==> config.mk <==
export PLATFORM = sky130hd
export DESIGN_NAME = i2s_hw_rx
export DESIGN_NICKNAME = d
export VERILOG_FILES = /design/src/rtl/i2s_hw_pkg.sv /design/src/rtl/i2s_hw_edge.sv /design/src/rtl/i2s_hw_slot.sv /design/src/rtl/i2s_hw_dreg.sv /design/src/rtl/i2s_hw_rx.sv
export SDC_FILE = /design/constraint.sdc
export NUM_CORES = 1
export LEC_CHECK = 0
export BUFFER_PORTS_ARGS = -buffer_cell sky130_fd_sc_hd__buf_4
export CORE_MARGIN = 8
export CORE_UTILIZATION = 55
export CTS_CLUSTER_DIAMETER = 120
export CTS_CLUSTER_SIZE = 14
export DETAILED_ROUTE_END_ITERATION = 6
export PLACE_DENSITY = 0.82
export SYNTH_ARGS = -nofsm -noshare
export SYNTH_HDL_FRONTEND = slang
export SYNTH_SLANG_ARGS = --single-unit
export TNS_END_PERCENT = 50
==> constraint.sdc <==
create_clock -name clk -period 6.3 [get_ports clk]
set_input_delay 0.945 -clock clk [delete_from_list [all_inputs] [get_ports clk]]
set_output_delay 0.945 -clock clk [all_outputs]
set_load 0.005 [all_outputs]
==> src/rtl/i2s_hw_pkg.sv <==
package i2s_hw_pkg;

  // Width of one delivered half-word.
  localparam int unsigned HW_W = 16;
  // Width of a wide sample; the second half-word carries its low part.
  localparam int unsigned WIDE_W = 24;
  localparam int unsigned LO_W = WIDE_W - HW_W;

  typedef enum logic {
    ALIGN_MSB     = 1'b0,
    ALIGN_DELAYED = 1'b1
  } align_e;

  typedef enum logic {
    FMT_NARROW = 1'b0,
    FMT_WIDE   = 1'b1
  } fmt_e;

  // True when the slot bit count just reached a delivery point.
  function automatic logic is_take(input int unsigned n, input logic wide);
    return (n == HW_W) || (wide && (n == WIDE_W));
  endfunction

  // Builds the half-word from the shift register contents.
  function automatic logic [HW_W-1:0] form_word(input logic [HW_W-1:0] sh,
                                                input logic second);
    if (second) return {sh[LO_W-1:0], {(HW_W-LO_W){1'b0}}};
    return sh;
  endfunction

endpackage

==> src/rtl/i2s_hw_edge.sv <==
module i2s_hw_edge #(
  parameter int unsigned SYNC = 2
) (
  input  logic clk,
  input  logic rst_n,
  input  logic ck_in,
  input  logic ws_in,
  input  logic sd_in,
  output logic rise,
  output logic ws_s,
  output logic sd_s
);

  localparam int unsigned NSIG = 3;

  logic [NSIG-1:0] raw;
  logic [NSIG-1:0] synced;
  logic            ck_prev;

  assign raw = {ck_in, ws_in, sd_in};

  for (genvar g = 0; g < NSIG; g++) begin : g_sync
    logic [SYNC-1:0] chain;
    always_ff @(posedge clk or negedge rst_n) begin
      if (!rst_n) chain <= '0;
      else        chain <= {chain[SYNC-2:0], raw[g]};
    end
    assign synced[g] = chain[SYNC-1];
  end

  always_ff @(posedge clk or negedge rst_n) begin
    if (!rst_n) ck_prev <= 1'b0;
    else        ck_prev <= synced[2];
  end

  assign rise = synced[2] & ~ck_prev;
  assign ws_s = synced[1];
  assign sd_s = synced[0];

endmodule

==> src/rtl/i2s_hw_slot.sv <==
module i2s_hw_slot
  import i2s_hw_pkg::*;
#(
  parameter int unsigned SLOT_BITS = 32,
  localparam int unsigned CNT_W = $clog2(SLOT_BITS + 1)
) (
  input  logic             clk,
  input  logic             rst_n,
  input  logic             en,
  input  align_e           align,
  input  fmt_e             fmt,
  input  logic             rise,
  input  logic             ws,
  input  logic             sd,
  output logic             hw_valid,
  output logic [HW_W-1:0]  hw_data,
  output logic             hw_side,
  output logic [CNT_W-1:0] bit_cnt
);

  logic            seen;
  logic            armed;
  logic            ws_q;
  logic            slot_side;
  logic [HW_W-1:0] sh;
  logic [HW_W-1:0] sh_next;
  logic            wide;
  int unsigned     n_next;

  assign sh_next = {sh[HW_W-2:0], sd};
  assign wide    = (fmt == FMT_WIDE);
  assign n_next  = 32'(bit_cnt) + 32'd1;

  always_ff @(posedge clk or negedge rst_n) begin
    if (!rst_n) begin
      seen      <= 1'b0;
      armed     <= 1'b0;
      ws_q      <= 1'b0;
      slot_side <= 1'b0;
      sh        <= '0;
      bit_cnt   <= '0;
      hw_valid  <= 1'b0;
      hw_data   <= '0;
      hw_side   <= 1'b0;
    end else if (!en) begin
      seen     <= 1'b0;
      armed    <= 1'b0;
      bit_cnt  <= '0;
      hw_valid <= 1'b0;
    end else begin
      hw_valid <= 1'b0;
      if (rise) begin
        seen <= 1'b1;
        ws_q <= ws;
        if (seen && (ws != ws_q)) begin
          // slot boundary
          armed     <= 1'b1;
          slot_side <= ws;
          if (align == ALIGN_DELAYED) begin
            bit_cnt <= '0;
          end else begin
            sh      <= sh_next;
            bit_cnt <= CNT_W'(1);
          end
        end else if (armed && (bit_cnt < CNT_W'(SLOT_BITS))) begin
          sh      <= sh_next;
          bit_cnt <= bit_cnt + CNT_W'(1);
          if (is_take(n_next, wide)) begin
            hw_valid <= 1'b1;
            hw_data  <= form_word(sh_next, n_next != HW_W);
            hw_side  <= slot_side;
          end
        end
      end
    end
  end

endmodule

==> src/rtl/i2s_hw_dreg.sv <==
module i2s_hw_dreg
  import i2s_hw_pkg::*;
(
  input  logic            clk,
  input  logic            rst_n,
  input  logic            en,
  input  logic            hw_valid,
  input  logic [HW_W-1:0] hw_data,
  input  logic            hw_side,
  input  logic            rd_strobe,
  output logic [HW_W-1:0] data,
  output logic            side,
  output logic            ready,
  output logic            overrun
);

  logic accept;
  logic lost;

  assign accept = hw_valid && (!ready || rd_strobe);
  assign lost   = hw_valid && ready && !rd_strobe;

  always_ff @(posedge clk or negedge rst_n) begin
    if (!rst_n) begin
      data    <= '0;
      side    <= 1'b0;
      ready   <= 1'b0;
      overrun <= 1'b0;
    end else if (!en) begin
      ready   <= 1'b0;
      overrun <= 1'b0;
    end else begin
      if (accept) begin
        data  <= hw_data;
        side  <= hw_side;
        ready <= 1'b1;
      end else if (rd_strobe) begin
        ready <= 1'b0;
      end
      if (lost) overrun <= 1'b1;
    end
  end

endmodule

==> src/rtl/i2s_hw_rx.sv <==
module i2s_hw_rx
  import i2s_hw_pkg::*;
#(
  parameter int unsigned SYNC      = 2,
  parameter int unsigned SLOT_BITS = 32
) (
  input  logic            clk,
  input  logic            rst_n,
  input  logic            cfg_en,
  input  logic            cfg_philips,
  input  logic            cfg_wide24,
  input  logic            irq_en,
  input  logic            bit_clk,
  input  logic            lr_sel,
  input  logic            ser_data,
  input  logic            rd_strobe,
  output logic [HW_W-1:0] rd_data,
  output logic            rd_side,
  output logic            rx_ready,
  output logic            rx_overrun,
  output logic            irq
);

  localparam int unsigned CNT_W = $clog2(SLOT_BITS + 1);

  // Internal events brought out for the checker.
  logic             ck_rise;
  logic             ws_s;
  logic             sd_s;
  logic             hw_valid;
  logic [HW_W-1:0]  hw_data;
  logic             hw_side;
  logic [CNT_W-1:0] bit_cnt;
  align_e           align;
  fmt_e             fmt;

  assign align = cfg_philips ? ALIGN_DELAYED : ALIGN_MSB;
  assign fmt   = cfg_wide24 ? FMT_WIDE : FMT_NARROW;

  i2s_hw_edge #(.SYNC(SYNC)) u_edge (
    .clk   (clk),
    .rst_n (rst_n),
    .ck_in (bit_clk),
    .ws_in (lr_sel),
    .sd_in (ser_data),
    .rise  (ck_rise),
    .ws_s  (ws_s),
    .sd_s  (sd_s)
  );

  i2s_hw_slot #(.SLOT_BITS(SLOT_BITS)) u_slot (
    .clk      (clk),
    .rst_n    (rst_n),
    .en       (cfg_en),
    .align    (align),
    .fmt      (fmt),
    .rise     (ck_rise),
    .ws       (ws_s),
    .sd       (sd_s),
    .hw_valid (hw_valid),
    .hw_data  (hw_data),
    .hw_side  (hw_side),
    .bit_cnt  (bit_cnt)
  );

  i2s_hw_dreg u_dreg (
    .clk       (clk),
    .rst_n     (rst_n),
    .en        (cfg_en),
    .hw_valid  (hw_valid),
    .hw_data   (hw_data),
    .hw_side   (hw_side),
    .rd_strobe (rd_strobe),
    .data      (rd_data),
    .side      (rd_side),
    .ready     (rx_ready),
    .overrun   (rx_overrun)
  );

  assign irq = irq_en & (rx_ready | rx_overrun);

endmodule

==> run metrics, run 1 <==
drt initial violations 101; slowest stage cell, crit path dfrtp_1; post-CTS setup buffer count 0; vias post-DR 1736; fin crit share 38.8%; setup ws final 3.86 ns; Max Freq 0.410 GHz; r2r setup slk 3.86 ns; DP Area between 0.003 and 0.004 mm²; count of input and output buffers 29; clock sinks 69; number of synthesis warnings 0; CTS-repair resized insts 0; max-slew violation count 0; GRT Overall Usage 14.1%; met3 Use GR 4.32%; fin crit period 2.44 ns; P&R area growth vs syn 15.4%; Critical R2R Launch u_slot.bit_cnt[0]$_DFFE_PN0P_; power density over cell area 297 mW/mm²; Die Area 0.00799 mm²; LEAKAGE 1.64 nW; Root Driver clkbuf_8; drt total wl just under 5000 µm; Reg clk slew, reported paths 0.07 ns; reg2reg end u_slot.hw_data[8]$_DFFE_PN0P_; DIE HEIGHT 89.4 µm; Initial Utilization 57.6%; Hold Startpoint u_edge.g_sync[1].chain[0]$_DFF_PN0_; core area 0.00514 mm²; worst slew pin tran 0.837 ns; setup TNS 0 ns; WP data required around 6.5 ns; Clock Latency Late Sink between 0.3 and 0.4 ns; unrepaired setup endpoints after global routing no; vias per cell between 5 and 6; Synth top area share 58.3%; Fill cells between 400 and 500; CTS tree done; synth top area cells dfrtp_1 (58%), mux2_2 (14%), mux2_4 (3.0%); GRT met2 Usage 20.7%; peak supply drop 0.169 mV; Final ANT Viol Nets 0; relative slew slack 44.2%; Startpoint Class register; # rows 26; Hold Crit Class reg -> reg; met1 Use GR 18.2%; IO Count 30; Post-Route Skew between 0.007 and 0.008 ns; pin count of the biggest net entering global routing 70; die width just under 90 µm; drt wl/cell 15.4 µm; first-pass GRT wire length 8460 µm; WHS Endpoint u_edge.g_sync[1].chain[1]$_DFF_PN0_; hold path cells 0; Crit Path Class reg -> reg; Routability Congestion 0.803; CTS Hold Buffers Added 0; synthesized flop and latch total 69; Util after Layout 66.5%; Total Nets Final 259; CP arrival 2.67 ns; pre-CTS setup slack 3.53 ns; H-tree depth 3; Design Area, Final 0.00342 mm²; Post-Syn Instances roughly 210; syn nets 226; DRC Markers 0; layout cells sized above 1 between 30 and 40%; clk buf depth 2; Post-Syn Area per Cell 13.8 µm²; Seq/Total Area, Yosys roughly 58%; Crit Path Max Fanout 12; ant diodes 0; drt pass-1 iters 4; Max Cap Viol 0; vias in the first global route 1788; status complete, no violations; GR peak layer met2; initial antenna violation count 0; Post-DP HPWL roughly 3500 µm; Hold Fails Final Rpt 0; CP max stage delay 0.46 ns; CP Capture Type register; synth unique cells 42; Overflow after GRT 0; total CTS buffers 9; worst-path cell chain ha_1, or2b_1, and3_1, nand3_2, or2_1, inv_4, mux2_2; FF-to-FF path depth 7; Synth area leader dfrtp_1; synthesized area 0.00296 mm²; PnR Total Power 1.01 mW; Finish-stage setup viols 0
## worst max path at each step
stage	startpoint	end	slack [ns]	cells past startpoint
5_1_grt	u_slot.bit_cnt[0]$_DFFE_PN0P_	u_slot.hw_data[15]$_DFFE_PN0P_	3.69	7
2_1_floorplan	cfg_en	u_slot.hw_data[10]$_DFFE_PN0P_	3.75	9
3_3_place_gp	cfg_en	u_slot.hw_data[8]$_DFFE_PN0P_	3.63	7
3_5_place_dp	cfg_en	u_slot.hw_data[15]$_DFFE_PN0P_	3.53	7
6_report	u_slot.bit_cnt[0]$_DFFE_PN0P_	u_slot.hw_data[8]$_DFFE_PN0P_	3.86	7
4_1_cts	u_slot.bit_cnt[0]$_DFFE_PN0P_	u_slot.hw_data[15]$_DFFE_PN0P_	3.82	7
## report_power, final
part / internal, mW / switching (mW)
Clock: 0.229 / 0.156
Combinational: 0.0542 / 0.0427
Sequential: 0.493 / 0.0399
## flip-flops by register name, indices dropped and copies added (netlist names)
name / count
u_dreg.data: 16
u_edge.g_sync.chain: 6
u_slot.seen: 1
u_slot.hw_valid: 1
u_slot.hw_data: 16
u_dreg.ready: 1
u_slot.bit_cnt: 6
u_slot.slot_side: 1
u_slot.armed: 1
u_dreg.overrun: 1
u_slot.sh: 15
u_slot.ws_q: 1
u_edge.ck_prev: 1
u_slot.hw_side: 1
u_dreg.side: 1
## critical path, delay by kind of cell, from the launching register on
kind | cells | cell delay (ns)
mux | 1 | 0.35
flops | 1 | 0.46
simple gates | 4 | 0.97
fa+ha+maj | 1 | 0.33
buf+inv | 1 | 0.21
## per-layer routing
layer	wire length, µm	part of all wire [%]	vias up
met5	0	0	-
met4	105	2.1	0
met3	258	5.2	12
met2	2170	44	39
met1	2420	49	859
li1	-	-	826
## cells in the mapped netlist
cell	number
nor3b_1	1
nand3b_2	1
buf_12	1
buf_1	1
o211ai_2	1
nor3_1	1
nand3_2	1
xnor2_1	3
buf_2	3
a21boi_0	2
o21a_1	3
mux2_2	38
o31ai_1	5
dfrtp_1	69
mux2_1	5
or2b_1	1
a22o_1	2
inv_4	1
nor2_1	5
nor2b_1	2
mux2_4	6
a211oi_2	1
nand3_1	8
nand3_4	1
inv_1	8
buf_6	2
or3_1	2
mux2i_1	5
o21ai_0	13
xor2_1	1
and3b_1	1
buf_4	1
and3_1	1
or2_1	1
a21oi_1	3
a21o_1	1
nand3b_4	1
nand2_1	5
ha_1	2
nand2b_1	3
a31o_2	1
a211o_1	1
## cells by family (layout without fill, tap and decap cells)
group	Yosys count	in the layout	synth area share [%]
buffers and inverters	17	54	3.55
adders and majority gates	2	2	0.845
and+or+nand+nor	35	35	7.48
AOI/OAI and AO/OA	33	33	7.52
xor gates and xnor gates	4	4	1.18
muxes	54	54	21.1
DFF	69	69	58.3
## per-stage QoR
stage | hold WS (ns) | instances
after CTS | 0.353 | 321
after floorplan | 0.331 | 214
after global placement | 0.336 | 306
after detailed placement | 0.336 | 306
after global routing | 0.365 | 321
final | 0.350 | 321
## layout make-up
type | count | area [µm²] | share of cell area [%]
sequential | 69 | 1730 | 50.5
clock buffer | 10 | 138 | 4.03
tap | 70 | 87.6 | 2.56
clock inverter | 5 | 75.1 | 2.20
timing repair buffer | 30 | 225 | 6.59
inverter | 9 | 36.3 | 1.06
multi-input combinational | 128 | 1130 | 33.0
## cell usage in the layout (no fill, tap or decap), types with 2 or more instances in the layout
cell | Yosys | layout
dfrtp_1 | 69 | 69
mux2_2 | 38 | 38
buf_4 | 1 | 30
o21ai_0 | 13 | 13
clkbuf_8 | 0 | 10
inv_1 | 8 | 8
nand3_1 | 8 | 8
mux2_4 | 6 | 6
nand2_1 | 5 | 5
mux2_1 | 5 | 5
nor2_1 | 5 | 5
o31ai_1 | 5 | 5
mux2i_1 | 5 | 5
o21a_1 | 3 | 3
xnor2_1 | 3 | 3
nand2b_1 | 3 | 3
a21oi_1 | 3 | 3
clkinv_2 | 0 | 3
or3_1 | 2 | 2
a21boi_0 | 2 | 2
nor2b_1 | 2 | 2
a22o_1 | 2 | 2
ha_1 | 2 | 2
bufinv_16 | 0 | 2
Power figures use the tool's default switching activity.
==> inputs of run 2 (changes only) <==
- CORE_UTILIZATION: 55 -> 52
- PLACE_DENSITY: 0.82 -> 0.81
- clock period: 6.3 -> 2.1 ns (I/O delays scaled with it)
==> run 2 against run 1 <==
Against the previous run:
- sequential power rose to 3.0 times the previous value
- sequential share of layout area down 0.91 points
- combinational power rose to 3.0 times the previous value
- worst setup slack worse by 3.7 ns
- worst hold slack worse by 0.26 ns
- register-to-register slack worse by 3.7 ns
- global-route usage down 0.51 points
- clock power rose to 2.6 times the previous value
- clock skew down 0.0011 ns
- routed wire length up 1.5%
- cell area up 2.0%
- highest routed layer unchanged
==> run metrics, run 2 (same netlist as run 1, synthesis figures left out) <==
status complete, no violations; peak supply drop 0.434 mV (+160%); pre-CTS setup slack 0.102 ns (-3.43 ns); count of input and output buffers 29 (unchanged); Finish-stage setup viols 0 (unchanged); drt wl/cell 15.2 µm (-1.6%); Final ANT Viol Nets 0 (unchanged); clk buf depth 2 (unchanged); Routability Congestion 0.862 (+7.3%); Die Area 0.00836 mm² (+4.7%); CTS tree done; Design Area, Final 0.00348 mm² (+2.0%); most common cell after layout, fill and taps aside dfrtp_1; Crit Path Max Fanout 9 (-3); ant diodes 0 (unchanged); # rows 27 (+3.8%); Reg clk slew, reported paths 0.07 ns (about the same); Initial Utilization 53.8% (-3.8 points); CP arrival 2.16 ns (-0.51 ns); clock sinks 69 (unchanged); PnR Total Power 2.90 mW (+190%); worst slew pin tran 0.549 ns (-0.288 ns); LEAKAGE 1.66 nW (+1.5%); initial antenna violation count 0 (unchanged); Post-Route Skew 0.00628 ns (-0.00112 ns); Total Nets Final 268 (+3.5%); commonest non-fill, non-tap cells in the layout dfrtp_1 (67), mux2_2 (38), buf_4 (37); Hold Fails Final Rpt 0 (unchanged); CP Capture Type register; unrepaired setup endpoints after global routing no; multi-input logic area 0.00114 mm² (+1.1%); DP Area 0.00329 mm² (+2.7%); Clock Latency Late Sink 0.33 ns (about the same); IO Count 30 (unchanged); DIE HEIGHT 91.5 µm (+2.3%); Root Driver clkbuf_8; H-tree depth 3 (unchanged); setup TNS 0 ns (unchanged); vias per cell 5.33 (-1.4%); DRC Markers 0 (unchanged); P&R area growth vs syn 17.7%; die width 91.5 µm (+2.3%); Overflow after GRT 0 (unchanged); Startpoint Class register; Fill cells 440 (+4.0%); first-pass GRT wire length 9140 µm (+8.1%); fin crit period 1.94 ns (-0.501 ns); setup ws final 0.159 ns (-3.70 ns); WP data required 2.32 ns (-4.21 ns); post-CTS setup buffer count 0 (unchanged); pin count of the biggest net entering global routing 44 (-37%); drt initial violations 90 (-11%); Max Cap Viol 0 (unchanged); drt pass-1 iters 4 (unchanged); max-slew violation count 0 (unchanged); power density over cell area 831 mW/mm² (+180%); fin crit share 92.4% (+54 points); vias in the first global route 1869 (+4.5%); FF-to-FF path depth 6 (-1); layout cells sized above 1 40.5% (+1.9 points); register area 0.00173 mm² (+0.14%); total CTS buffers 9 (unchanged); hold path cells 1 (+1); drt total wl 5020 µm (+1.5%); Max Freq 0.515 GHz (+26%); Hold Crit Class in -> reg; Post-DP HPWL 3570 µm (+3.1%); Crit Path Class reg -> reg; relative slew slack 63.4% (+19 points); vias post-DR 1765 (+1.7%); largest registers u_dreg.data: 16 flops, u_slot.hw_data: 16 flops, u_slot.sh: 15 flops; GRT Overall Usage 13.5% (-0.51 points); core area 0.00551 mm² (+7.1%)
run 2: cell count changes in the layout (fill, tap and decap cells not counted), sizes merged:
cell	change
clkbuf	+2
bufinv	-1
clkinv	-2
dlygate4sd3	+1
buf	+8
run 2: metal layers:
layer  global-route usage, %  part of all wire [%]
met3                    4.03                   4.0
met4                    7.78                   2.6
met2                    20.0                    46
met1                    17.2                    47
met5                       0                     0
run 2: metrics by stage:
stage          cells  utilization (%)  hold WS (ns)
3_5_place_dp     316             59.8         0.336
6_report         331             63.3        0.0878
5_1_grt          331             63.3        0.0733
4_1_cts          331             63.2        0.0725
3_3_place_gp     316             59.8         0.334
2_1_floorplan    214                -        0.0194
run 2: area by class of cell:
type                       instances  share of cell area (%)
clock buffer                      12                    4.17
clock inverter                     2                    1.01
inverter                           9                    1.04
multi-input combinational        128                    32.7
sequential                        69                    49.6
tap                               72                    2.59
timing repair buffer              39                    8.83
run 2: worst paths after layout:
| check | startpoint | end | slack (ns) |
|---|---|---|---|
| max | u_slot.bit_cnt[5]$_DFFE_PN0P_ | u_slot.hw_data[8]$_DFFE_PN0P_ | 0.16 |
| min | ser_data | u_edge.g_sync[0].chain[0]$_DFF_PN0_ | 0.09 |
| min in group asynchronous | rst_n | u_edge.g_sync[0].chain[0]$_DFF_PN0_ | 0.54 |
| max reg2reg | u_slot.bit_cnt[5]$_DFFE_PN0P_ | u_slot.hw_data[8]$_DFFE_PN0P_ | 0.16 |
| min reg2reg | u_edge.g_sync[1].chain[0]$_DFF_PN0_ | u_edge.g_sync[1].chain[1]$_DFF_PN0_ | 0.35 |
| max in group asynchronous | rst_n | u_slot.bit_cnt[0]$_DFFE_PN0P_ | 1.03 |
run 2: report_power, final:
group	switching (mW)	internal (mW)	total, mW
registers	0.119	1.48	1.60
logic	0.124	0.169	0.293
clock network	0.435	0.567	1.00
total	0.678	2.22	2.90
run 2: worst max-delay path, stage by stage (launching register included):
cell and delay (ns):
dfrtp_1 0.45, nand2b_1 0.21, a211oi_2 0.29, nand3_2 0.11
or2_1 0.27, inv_4 0.16, mux2_2 0.35
run 2: what timing repair did:
item                                    in CTS  in global routing
endpoints found under the setup margin       0                 11
resized for setup                            0                  2
endpoints found under the hold margin       42                  0
hold buffers                                 1                  0
==> inputs of run 3 (changes only) <==
- ABC_AREA: default -> 1
- PLACE_DENSITY: 0.81 -> 0.82
==> run 3 against run 2 <==
Against the previous run:
- fmax up 1.8%
- first-iteration DRC count is 89% higher
- count of clock-buffer cells in the layout decreased by 2
- sequential share of layout area up 1.7 points
- sequential cell count unchanged
- sequential power is 13% lower
- synthesized area shrank 1.6%
- routed wire length grew 4.3%
==> run metrics, run 3 <==
Synth top area share 59.3% (+0.93 points); vias in the first global route 2033 (+8.8%); post-CTS setup buffer count 0 (unchanged); layout cells sized above 1 21.2% (-19 points); Reg clk slew, reported paths 0.08 ns (about the same); GRT Overall Usage 13.8% (+0.21 points); Post-DP HPWL 3700 µm (+3.9%); Total Nets Final 347 (+29%); Overflow after GRT 0 (unchanged); clk buf depth 2 (unchanged); status complete, no violations; Seq/Total Area, Yosys 59.3% (+0.93 points); number of synthesized flops with an enable pin 0 (unchanged); Synth area leader dfrtp_1; core area 0.00547 mm² (-0.61%); synthesized flop and latch total 69 (unchanged); CTS tree done; hold_ws 0.0717 ns (-0.0161 ns); most common cell after layout, fill and taps aside nand2_1; WP depth 8 (+2); PnR Total Power 2.44 mW (-16%); Clock Latency Late Sink 0.34 ns (about the same); max-slew violation count 0 (unchanged); first-pass GRT wire length 9270 µm (+1.4%); setup TNS 0 ns (unchanged); Max Freq 0.525 GHz (+1.8%); IO Count 30 (unchanged); initial antenna violation count 0 (unchanged); CP dominant cell by count nand2_1; most common cell in the synthesized netlist nand2_1; WP data required 2.33 ns (about the same); synth top area cells dfrtp_1 (59%), nand2_1 (9.0%), o21ai_0 (6.7%); Post-Syn Area per Cell 9.68 µm² (-30%); Finish-stage setup viols 0 (unchanged); Crit Path Max Fanout 20 (+11); Final ANT Viol Nets 0 (unchanged); drt pass-1 iters 4 (unchanged); asr flop ratio synth 100% (unchanged); DIE HEIGHT 90.9 µm (-0.65%); peak supply drop 0.371 mV (-14%); largest registers u_dreg.data: 16 flops, u_slot.hw_data: 16 flops, u_slot.sh: 15 flops; Post-Syn Instances 301 (+41%); H-tree depth 3 (unchanged); total CTS buffers 9 (unchanged); Hold Crit Class in -> async; synthesized area 0.00291 mm² (-1.6%); power density over cell area 725 mW/mm² (-13%); Post-Route Skew 0.0106 ns (+0.00432 ns); count of input and output buffers 29 (unchanged); Post-Layout Cell Count 412 (+24%); clock sinks 69 (unchanged); commonest non-fill, non-tap cells in the layout nand2_1 (70), dfrtp_1 (69), inv_1 (41); ant diodes 0 (unchanged); delay-heaviest family, CP simple AND/OR/NAND/NOR gates; drt initial violations 170 (+89%); die width 90.9 µm (-0.65%); fin crit period 1.91 ns (-0.0346 ns); CP max stage delay 0.48 ns (+0.03 ns); P&R area growth vs syn 15.5%; CP Capture Type register; top_reg_cell synth dfrtp_1; Hold Fails Final Rpt 0 (unchanged); pre-CTS setup slack 0.206 ns (+0.104 ns); fin crit share 90.8% (-1.6 points); drt total wl 5240 µm (+4.3%); # rows 27 (unchanged); syn nets 313 (+38%); CP arrival 2.13 ns (-0.03 ns); FF-to-FF path depth 8 (+2); setup ws final 0.194 ns (+0.0346 ns); DRC Markers 0 (unchanged); vias post-DR 2075 (+18%); slowest stage cell, crit path dfrtp_1; vias per cell 5.04 (-5.5%); Root Driver clkbuf_8; LEAKAGE 1.68 nW (+0.98%); pin count of the biggest net entering global routing 70 (+59%); number of synthesis warnings 0 (unchanged); most frequent cells after synthesis nand2_1 (70), dfrtp_1 (69), inv_1 (41), o21ai_0 (39), nand4_1 (18); synth unique cells 26 (-38%); Initial Utilization 53.2% (-0.51 points); CTS Hold Buffers Added 0 (-1); worst slew pin tran 0.811 ns (+0.263 ns); Crit Path Class reg -> reg; Routability Congestion 0.872 (+1.2%); drt wl/cell 12.7 µm (-16%); dpl cells 396 (+25%); relative slew slack 45.9% (-18 points); Startpoint Class register; unrepaired setup endpoints after global routing no; Die Area 0.00826 mm² (-1.3%); Max Cap Viol 0 (unchanged); worst-path cell chain ha_1, nand3_1, xor2_1, nand2_1, nor2_4, inv_4, nand2_1, nand2_1; CTS-repair resized insts 0 (unchanged); worst path bufs/invs 1 (unchanged)
-- run 3: cell types whose count changed in the layout (fill, tap and decap cells not counted), sizes merged, moves of 8 or more --
| cell | before | now |
|---|---|---|
| inv | 9 | 44 |
| nand3 | 10 | 18 |
| nand2 | 5 | 71 |
| nand4 | 0 | 18 |
| o21ai | 13 | 40 |
| mux2 | 49 | 10 |
-- run 3: metal layers --
layer,share of wire (%),global-route usage [%],routed length [µm]
met5,0,0,0
met4,1.5,6.00,80
met3,4.8,4.74,253
met2,48,20.5,2510
met1,46,17.7,2400
-- run 3: worst paths after layout --
| kind | startpoint | to | slack (ns) |
|---|---|---|---|
| max | u_slot.bit_cnt[0]$_DFFE_PN0P_ | u_slot.hw_data[11]$_DFFE_PN0P_ | 0.19 |
| min | rst_n | u_edge.g_sync[2].chain[1]$_DFF_PN0_ | 0.07 |
| max reg2reg | u_slot.bit_cnt[0]$_DFFE_PN0P_ | u_slot.hw_data[11]$_DFFE_PN0P_ | 0.19 |
| min reg2reg | u_edge.g_sync[2].chain[0]$_DFF_PN0_ | u_edge.g_sync[2].chain[1]$_DFF_PN0_ | 0.35 |
| max in group asynchronous | rst_n | u_dreg.data[4]$_DFFE_PN0P_ | 1.50 |
| min in group clk | ser_data | u_edge.g_sync[0].chain[0]$_DFF_PN0_ | 0.08 |
-- run 3: cell type report --
cell class | instances | area [µm²]
Fill cell | 448 | 2110
Sequential cell | 69 | 1730
Multi-Input combinational cell | 178 | 956
Timing Repair Buffer | 34 | 255
Inverter | 43 | 164
Clock buffer | 10 | 138
Tap cell | 72 | 90.1
Clock inverter | 6 | 37.5
-- run 3: power by group --
| group | switching, mW | total [mW] | leakage, nW | internal [mW] |
|---|---|---|---|---|
| registers | 0.0281 | 1.39 | 0.893 | 1.36 |
| logic | 0.0676 | 0.105 | 0.691 | 0.0370 |
| clock network | 0.491 | 0.949 | 0.0962 | 0.458 |
-- run 3: cell families after synthesis --
group | after synthesis | share of synthesized area (%)
AND/OR/NAND/NOR | 118 | 19.4
flip-flops | 69 | 59.3
buffers and inverters | 54 | 7.94
AO/OA/AOI/OAI | 47 | 8.37
multiplexers | 10 | 3.86
adder cells (fa/ha/maj) | 2 | 0.859
XOR/XNOR | 1 | 0.301
-- run 3: stage by stage --
| stage | area, µm² | utilization [%] |
|---|---|---|
| 4_1_cts | 3370 | 61.5 |
| 5_1_grt | 3370 | 61.5 |
| 3_5_place_dp | 3190 | 58.3 |
| 3_3_place_gp | 3190 | 58.3 |
| 6_report | 3370 | 61.5 |
| 2_1_floorplan | 2910 | - |
